`config.mk`:
```
export PLATFORM = sky130hd
export DESIGN_NAME = rcsw_gate_ctrl
export DESIGN_NICKNAME = d
export VERILOG_FILES = /design/src/rtl/rcsw_pkg.sv /design/src/rtl/rcsw_sync.sv /design/src/rtl/rcsw_edge.sv /design/src/rtl/rcsw_timer.sv /design/src/rtl/rcsw_fsm.sv /design/src/rtl/rcsw_gate_ctrl.sv
export SDC_FILE = /design/constraint.sdc
export NUM_CORES = 1
export LEC_CHECK = 0
export BUFFER_PORTS_ARGS = -buffer_cell sky130_fd_sc_hd__buf_2
export CAP_MARGIN = 15
export CORE_ASPECT_RATIO = 1.75
export CORE_MARGIN = 4
export CORE_UTILIZATION = 35
export CTS_CLUSTER_SIZE = 16
export DETAILED_ROUTE_END_ITERATION = 8
export PLACE_DENSITY_LB_ADDON = 0.3
export SLEW_MARGIN = 25
export SYNTH_ARGS = -nofsm -noshare
export SYNTH_HDL_FRONTEND = slang
export SYNTH_SLANG_ARGS = --single-unit
```
`constraint.sdc`:
```
create_clock -name clk -period 1.7 [get_ports clk]
set_input_delay 0.51 -clock clk [delete_from_list [all_inputs] [get_ports clk]]
set_output_delay 0.51 -clock clk [all_outputs]
set_load 0.005 [all_outputs]
```
`src/rtl/rcsw_pkg.sv`:
```
package rcsw_pkg;

  typedef enum logic [1:0] {
    GL_NEG  = 2'b00,
    GL_ZERO = 2'b01,
    GL_POS  = 2'b10
  } gate_lvl_e;

  typedef enum logic [2:0] {
    ST_OFF,
    ST_ILOCK,
    ST_ON,
    ST_ONDIODE,
    ST_DIODE,
    ST_DESAT
  } gst_e;

  // pulse length: interlock minus lock margin, never below one cycle
  function automatic int desat_cycles(input int il, input int lk);
    return (il > lk) ? (il - lk) : 1;
  endfunction

  // counter width able to hold value n
  function automatic int cnt_bits(input int n);
    return (n < 2) ? 1 : $clog2(n + 1);
  endfunction

  function automatic gate_lvl_e gate_of(input gst_e s);
    case (s)
      ST_ON, ST_DESAT:      return GL_POS;
      ST_ONDIODE, ST_DIODE: return GL_ZERO;
      default:              return GL_NEG;
    endcase
  endfunction

  function automatic logic fast_of(input gst_e s);
    return (s == ST_DESAT);
  endfunction

endpackage

```
`src/rtl/rcsw_sync.sv`:
```
module rcsw_sync #(
  parameter int WIDTH  = 3,
  parameter int STAGES = 2
) (
  input  logic             clk,
  input  logic             rst,
  input  logic [WIDTH-1:0] d,
  output logic [WIDTH-1:0] q
);
  localparam int NST = (STAGES < 2) ? 2 : STAGES;

  for (genvar b = 0; b < WIDTH; b++) begin : g_bit
    logic [NST-1:0] chain;
    always_ff @(posedge clk) begin
      if (rst) chain <= '0;
      else     chain <= {chain[NST-2:0], d[b]};
    end
    assign q[b] = chain[NST-1];
  end
endmodule

```
`src/rtl/rcsw_edge.sv`:
```
module rcsw_edge (
  input  logic clk,
  input  logic rst,
  input  logic sig,
  output logic rise,
  output logic fall
);
  logic prev;
  always_ff @(posedge clk) begin
    if (rst) prev <= 1'b0;
    else     prev <= sig;
  end
  assign rise = sig & ~prev;
  assign fall = ~sig & prev;
endmodule

```
`src/rtl/rcsw_timer.sv`:
```
module rcsw_timer #(
  parameter int W = 8
) (
  input  logic         clk,
  input  logic         rst,
  input  logic         load,
  input  logic [W-1:0] load_val,
  output logic         done
);
  logic [W-1:0] cnt;
  always_ff @(posedge clk) begin
    if (rst)             cnt <= '0;
    else if (load)       cnt <= load_val;
    else if (cnt != '0)  cnt <= cnt - 1'b1;
  end
  // asserted during the final cycle of a loaded interval
  assign done = (cnt == W'(1));
endmodule

```
`src/rtl/rcsw_fsm.sv`:
```
module rcsw_fsm
  import rcsw_pkg::*;
#(
  parameter int W       = 8,
  parameter int IL_CYC  = 20,
  parameter int DS_CYC  = 16
) (
  input  logic         clk,
  input  logic         rst,
  input  logic         cmd_s,
  input  logic         cmd_rise,
  input  logic         cmd_fall,
  input  logic         low_s,
  input  logic         pos_s,
  input  logic         tmr_done,
  output logic         tmr_load,
  output logic [W-1:0] tmr_val,
  output gst_e         state,
  output logic [1:0]   gate_lvl,
  output logic         fast
);
  localparam logic [W-1:0] IL_V = W'(IL_CYC);
  localparam logic [W-1:0] DS_V = W'(DS_CYC);

  gst_e nxt;
  logic cmd_edge;
  assign cmd_edge = cmd_rise | cmd_fall;

  always_comb begin
    nxt      = state;
    tmr_load = 1'b0;
    tmr_val  = IL_V;
    case (state)
      ST_OFF: begin
        if (low_s) nxt = ST_DIODE;
        else if (cmd_rise) begin
          nxt      = ST_ILOCK;
          tmr_load = 1'b1;
        end
      end
      ST_ILOCK: begin
        if (cmd_fall)      nxt = ST_OFF;
        else if (low_s)    nxt = ST_DIODE;
        else if (tmr_done) nxt = ST_ON;
      end
      ST_ON: begin
        if (cmd_fall)   nxt = ST_OFF;
        else if (low_s) nxt = ST_ONDIODE;
      end
      ST_ONDIODE: begin
        if (cmd_edge) nxt = ST_OFF;
      end
      ST_DIODE: begin
        if (pos_s && cmd_s) nxt = ST_ON;
        else if (cmd_edge) begin
          nxt      = ST_DESAT;
          tmr_load = 1'b1;
          tmr_val  = DS_V;
        end
      end
      ST_DESAT: begin
        if (tmr_done) nxt = ST_OFF;
      end
      default: nxt = ST_OFF;
    endcase
  end

  always_ff @(posedge clk) begin
    if (rst) state <= ST_OFF;
    else     state <= nxt;
  end

  assign gate_lvl = gate_of(state);
  assign fast     = fast_of(state);
endmodule

```
`src/rtl/rcsw_gate_ctrl.sv`:
```
module rcsw_gate_ctrl
  import rcsw_pkg::*;
#(
  parameter int INTERLOCK_CYC = 2000,
  parameter int LOCK_CYC      = 50,
  parameter int SYNC_STAGES   = 2
) (
  input  logic       clk,
  input  logic       rst,
  input  logic       cmd_i,
  input  logic       vce_low_i,
  input  logic       vce_pos_i,
  output logic [1:0] gate_lvl_o,
  output logic       fast_path_o
);
  localparam int DESAT_CYC = desat_cycles(INTERLOCK_CYC, LOCK_CYC);
  localparam int TW        = cnt_bits(INTERLOCK_CYC);

  logic [2:0]    syn;
  logic          cmd_s, low_s, pos_s;
  logic          cmd_rise, cmd_fall;
  logic          tmr_load, tmr_done;
  logic [TW-1:0] tmr_val;
  gst_e          state;
  logic          in_diode;

  rcsw_sync #(.WIDTH(3), .STAGES(SYNC_STAGES)) u_sync (
    .clk(clk), .rst(rst),
    .d({vce_pos_i, vce_low_i, cmd_i}),
    .q(syn)
  );
  assign cmd_s = syn[0];
  assign low_s = syn[1];
  assign pos_s = syn[2];

  rcsw_edge u_edge (
    .clk(clk), .rst(rst), .sig(cmd_s), .rise(cmd_rise), .fall(cmd_fall)
  );

  rcsw_timer #(.W(TW)) u_tmr (
    .clk(clk), .rst(rst), .load(tmr_load), .load_val(tmr_val), .done(tmr_done)
  );

  rcsw_fsm #(.W(TW), .IL_CYC(INTERLOCK_CYC), .DS_CYC(DESAT_CYC)) u_fsm (
    .clk(clk), .rst(rst),
    .cmd_s(cmd_s), .cmd_rise(cmd_rise), .cmd_fall(cmd_fall),
    .low_s(low_s), .pos_s(pos_s), .tmr_done(tmr_done),
    .tmr_load(tmr_load), .tmr_val(tmr_val), .state(state),
    .gate_lvl(gate_lvl_o), .fast(fast_path_o)
  );

  assign in_diode = (state == ST_DIODE);
endmodule

```
After elaboration in Yosys (flattened, before gate mapping)
Index checks and enable logic that the tools add are counted.
{ "word_totals": {"inputBits": 5, "output_inout_bits": 3, "regBits": 21, "elab_cells": 54} }
{ "op_classes": {"n_addsub": 1, "reduce_logical": 7, "eq_ne": 12, "bitwise_logic": 5, "muxes": 23} }
{ "ops": {"columns": ["cell", "n"], "rows": [
  ["two-way mux 11 bit", 4],
  ["two-way mux 3 bit", 11],
  ["one-hot mux 3 bit (6 select lines)", 1],
  ["== test 11 x 1 -> 1 bit (second input constant)", 1],
  ["nonzero test 11 bit", 1],
  ["subtractor 11 x 1 -> 11 bit (second input constant)", 1],
  ["two-way mux 7 bit", 1],
  ["== test 3 x 2 -> 1 bit (second input constant)", 2],
  ["== test 3 bit (second input constant)", 2],
  ["inequality test 3 x 2 -> 1 bit (second input constant)", 2],
  ["AND reduction 6 bit", 1],
  ["two-way mux 1 bit", 4],
  ["inequality test 2 x 1 -> 1 bit (second input constant)", 2],
  ["inequality test 4 x 3 -> 1 bit (second input constant)", 1],
  ["one-hot mux 2 bit (2 select lines)", 1],
  ["OR reduction 2 bit", 2],
  ["== test 3 x 1 -> 1 bit (second input constant)", 1],
  ["logical NOT 3 bit", 1],
  ["inequality test 3 x 1 -> 1 bit (second input constant)", 1],
  ["bitwise AND 1 bit", 2],
  ["inverter 1 bit", 2],
  ["one-hot mux 1 bit (2 select lines)", 1],
  ["nonzero test 2 bit", 1],
  ["logical AND 1 bit", 1],
  ["OR 1 bit", 1]
]} }

Longest topological paths before layout
{ "depth": {"ltp_word": 7, "depth_mapped": 6, "mapped_depth_nobuf": 6} }

Cells and area by module
Synthesis repeated with hierarchy kept, for this count alone.
{ "unflattened": {"cells_unflattened": 153, "area_unflattened_um2": 1316.3} }
{ "modules_own_cells": {"columns": ["module", "instances", "seq_area_each_um2", "cells_per_inst", "area_per_inst_um2"], "rows": [
  ["rcsw_timer", 1, 220.2, 77, 651.9],
  ["rcsw_fsm", 1, 60.1, 57, 445.4],
  ["rcsw_sync", 1, 120.1, 15, 180.2],
  ["rcsw_edge", 1, 20.0, 4, 38.8]
]} }

Worst setup path after synthesis
Ideal clock, no wire load.
{ "synth_path": {"path_type": "reg2reg", "startpoint": "register u_fsm.state[0]", "endpoint": "register u_fsm.state[2]", "arrival_time_ns": 1.619, "period_less_slack_ns": 1.740, "path_stages_with_launch": 6, "t_required_ns": 1.579, "n_path_buf": 1, "path_slack_ns": -0.040, "setup_ns": 0.121, "path_cell_list": "dfxtp_1 > clkbuf_2 > or3b_4 > or3b_1 > o211ai_2 > mux2_4"} }
{ "synth_between": {"elab_chain_cells": 3, "elab_cells_between_ends": 14, "cone_classes": "11 x eq/ne; 1 x mux; 2 x reduce/logical"} }
{ "synth_lines": {"columns": ["element", "line", "source"], "rows": [
  ["from (decl)", "rcsw_fsm.sv:18", "output gst_e state,"],
  ["from (signal assigned)", "rcsw_fsm.sv:70", "else state <= nxt;"],
  ["== test 3 x 1 -> 1 bit (tied with other cells)", "rcsw_fsm.sv:33", "case (state)"],
  ["inequality test 4 x 3 -> 1 bit (no source line) (tied with other cells)", null, null],
  ["AND reduction 6 bit (no source line)", null, null]
]} }
Parallel ways exist; a longest one is shown, timed or not.
A chain may end at the register's enable or synchronous reset.

Worst setup path after layout
{ "layout_path": {"startpoint": "register u_fsm.state[0]", "endpoint": "output port gate_lvl_o[0]"} }
{ "layout_between": {"elab_chain_cells": 3, "elab_cells_between_ends": 7, "cone_classes": "4 x eq/ne; 1 x mux; 2 x reduce/logical"} }
{ "layout_lines": {"columns": ["element", "line", "source"], "rows": [
  ["== test 3 bit or == test 3 x 2 -> 1 bit (tied branches)", "rcsw_pkg.sv:29", "case (s)"],
  ["OR reduction 2 bit", "rcsw_pkg.sv:29", null],
  ["one-hot mux 2 bit (2 select lines) (*)", "rcsw_pkg.sv:29", null],
  ["to (decl)", "rcsw_gate_ctrl.sv:13", "output logic [1:0] gate_lvl_o,"]
]} }
Every way passes the cells marked *; elsewhere a longest branch is shown, timed or not.

==> flow_metrics.env <==
export IMPL_fin_ws_ns=-0.05231
export IMPL_yosys_warnings=0
export IMPL_ys_flop_type="dfxtp_1"
export IMPL_grt_pass1_wl_um=4457
export IMPL_antenna_left=0
export IMPL_start_util_pct=37.19
export IMPL_synth_area_leaders="dfxtp_1 (35%), mux2i_1 (5.0%), ha_1 (4.2%)"
export IMPL_place_congestion=0.8299
export IMPL_ios=8
export IMPL_grt_pass1_vias=982
export IMPL_p_int_mw=1.524
export IMPL_hold_class="register to register"
export IMPL_setup_viol=4
export IMPL_grtUsageMet3_pct=2.109
export IMPL_grt_total_usage_pct=13.63
export IMPL_crit_path_max_incr_delay_ns=0.38
export IMPL_diodes=0
export IMPL_finalNonFillerCells=192
export IMPL_cts_tree="done"
export IMPL_arrival_ns=1.24
export IMPL_cts_root_buf="clkbuf_8"
export IMPL_hold_viol=0
export IMPL_cp_max_fo=4
export IMPL_synth_cell_type_count=46
export IMPL_final_area_mm2=0.001504
export IMPL_dieArea_mm2=0.004446
export IMPL_cp_required_ns=1.19
export IMPL_layout_nets=159
export IMPL_start_kind="register"
export IMPL_worstPathCellList="buf_6 -> or3b_4 -> nand2_1 -> buf_2"
export IMPL_die_height_um=85.26
export IMPL_cts_sinks=21
export IMPL_relSlewSlack_pct=70.69
export IMPL_rrSetupSlack_ns=-0.01
export IMPL_p_per_area_mw_per_mm2=1638
export IMPL_r2r_cells=5
export IMPL_r2r_end="u_fsm.state[2]"
export IMPL_async_flop_share_pct=0
export IMPL_clock_power_share_pct=13.2
export IMPL_dp_hpwl_um=2071
export IMPL_syn_to_final_growth_pct=26.00
export IMPL_grt_start_max_net_pins=26
export IMPL_crit_path_end="gate_lvl_o[0]"
export IMPL_startpoint="u_fsm.state[0]"
export IMPL_cts_path_max_buffers=2
export IMPL_gr_usage_met2_pct=26.23
export IMPL_crit_family="simple AND/OR/NAND/NOR gates"
export IMPL_syn_area_mm2=0.001194
export IMPL_cts_htree_levels=1
export IMPL_status="complete, but fails checks"
export IMPL_sequentialPowerShare_pct=30.2
export IMPL_multiInputGateArea_um2=772.0
export IMPL_coreArea_mm2=0.003209
export IMPL_fill_cells=318
export IMPL_skew_ns=0.006526
export IMPL_period_share_pct=103.1
export IMPL_first_iter_violations=22
export IMPL_routed_wl_um=2794
export IMPL_crit_type="register to primary output"
export IMPL_synth_cells=125
export IMPL_leakagePower_nw=0.5978
export IMPL_synth_fp_nets=134
export IMPL_max_cap_violations=0
export IMPL_ir_drop_mv=0.8037
export IMPL_clkLatencyLatePin_ns=0.26
export IMPL_rows=27
export IMPL_syn_area_per_cell_um2=9.549
export IMPL_min_period_ns=1.752
export IMPL_drive_gt1_share_pct=34.90
export IMPL_violations="negative setup slack"
export IMPL_die_w_um=52.15
export IMPL_rsz0062_at_grt="yes"
export IMPL_grt_remaining_overflow=0
export IMPL_tightest_slew_ns=0.4382
export IMPL_wl_per_cell_um=14.55
export IMPL_vias=1016
export IMPL_vias_per_cell=5.292
export IMPL_fmax_mhz=570.7
export IMPL_crit_cells=4
export IMPL_worstPathBufferInverterCount=2
export IMPL_placed_cells=184
export IMPL_dp_slack_ns=-0.006114
export IMPL_yosysSeqAreaShare_pct=35.22
export IMPL_top_usage_layer="met2"
export IMPL_yosys_register_bits=21
export IMPL_clkTransAtPathRegs_ns=0.08
export IMPL_critPathCaptureType="primary output"
export IMPL_regArea_um2=426.7
export IMPL_firstDrtPassIters=2
export IMPL_power_mw=2.464
export IMPL_portBuffers=7
export IMPL_power_switching_uw=939.0
export IMPL_drcViolationCount=0
export IMPL_cts_made_buffers=3
export IMPL_report_final_slew_viol_count=0
export IMPL_use_met1_pct=12.74
export IMPL_place_area_mm2=0.001351
export IMPL_antenna_found_initial=0
export IMPL_p_sw_share_pct=38.12
export IMPL_yosysTopAreaCell="dfxtp_1"
export IMPL_synth_edf_count=0
export IMPL_slowest_stage="or3b_4"
export IMPL_combPwrFrac_pct=56.7
export IMPL_r2r_start="u_fsm.state[0]"
export IMPL_cts_hold_fix_buffers=0
export IMPL_synth_top_area_share_pct=35.22
sequential cells by signal (all words and copies together) (netlist names):
register	flops
u_sync.g_bit.chain	6
u_tmr.cnt	11
u_edge.prev	1
u_fsm.state	3
power by group through the flow:
stage               combinational, mW  clock [mW]  sequential, mW
CTS                              1.24       0.334           0.735
global placement                 1.15           0           0.730
detailed placement               1.18           0           0.736
floorplan                       0.834           0           0.725
global route                     1.51       0.368           0.757
finish                           1.40       0.324           0.743
stage by stage:
step	utilization, %	hold slack [ns]	TNS [ns]
after detailed placement	42.11	0.4263	-0.006114
after global placement	42.11	0.4174	0
final	46.86	0.4391	-0.1230
after global routing	46.86	0.4588	-0.4082
after floorplan	-	0.4138	-0.03882
after CTS	44.87	0.4431	-0.1976
cell usage after synthesis, types with 2 or more instances:
master / number
a211oi_1: 2
a21oi_1: 9
a311oi_1: 2
buf_6: 2
dfxtp_1: 21
ha_1: 4
inv_1: 5
mux2i_1: 6
nand2_1: 6
nand2b_1: 5
nand3_1: 4
nand3b_1: 3
nor2_1: 4
nor2b_1: 8
nor3_1: 4
o21ai_0: 2
o21bai_1: 2
o31ai_1: 2
or3_1: 3
or3b_2: 2
xnor2_1: 4
cells in the final DEF (no fill, tap or decap), types with 2 or more instances in the layout:
cell type and instances:
mux2i_1 6, buf_2 6, nand3b_1 3, nor3_1 4, buf_6 4, nand2_1 6, xnor2_1 4, nor2b_1 7
dfxtp_1 18, dfxtp_2 2, nor2_1 4, clkbuf_8 3, inv_1 5, o31ai_1 2, or4_4 2, nand2b_1 5
a311oi_2 2, o21bai_1 2, or3b_4 2, a21oi_1 9, ha_1 3, nand3_1 4, or3_1 3, buf_4 15
how the worst min path moves through the flow:
stage                                         from  depth (start not counted)                       end
after floorplan           u_sync.g_bit[0].chain[0]                          1  u_sync.g_bit[0].chain[1]
after global placement    u_sync.g_bit[1].chain[0]                          1  u_sync.g_bit[1].chain[1]
after detailed placement  u_sync.g_bit[1].chain[0]                          1  u_sync.g_bit[1].chain[1]
after CTS                 u_sync.g_bit[0].chain[0]                          1  u_sync.g_bit[0].chain[1]
after global routing      u_sync.g_bit[1].chain[0]                          1  u_sync.g_bit[1].chain[1]
final                     u_sync.g_bit[1].chain[0]                          1  u_sync.g_bit[1].chain[1]
cell type report:
cell class | instances | share of cell area (%)
Multi-Input combinational cell | 94 | 51.33
Inverter | 5 | 1.248
Sequential cell | 21 | 28.37
Tap cell | 43 | 3.577
Clock buffer | 4 | 2.995
Timing Repair Buffer | 25 | 12.48
metal layers:
metal  wire length, um  share of wire [%]
met3                43                1.5
met4                85                3.0
met1              1064                 38
met2              1601                 57
met5                 0                  0
what timing repair did:
item | CTS | global route
pin swaps | 1 | 4
buffers inserted | 2 | 2
gates resized for setup | 8 | 10
endpoints found under the setup margin | 2 | 13
gates cloned | 0 | 0
worst reg2reg max path, stage by stage (launching register included):
cell and delay [ns]:
dfxtp_2 0.33, buf_6 0.11, or3b_4 0.38, or3b_1 0.37
o211ai_2 0.10, mux2_4 0.32
cells by family (layout without fill, tap and decap cells):
kind of cell	count (synthesis)	after routing	synth area share [%]
AND/OR/NAND/NOR	50	50	27.67
AO/OA/AOI/OAI	27	27	17.09
flip-flops	21	21	35.22
buffers and inverters	10	34	4.926
multiplexers	8	8	7.232
XOR/XNOR	5	5	3.669
adder cells (fa/ha/maj)	4	4	4.193
Power figures use the tool's default switching activity.
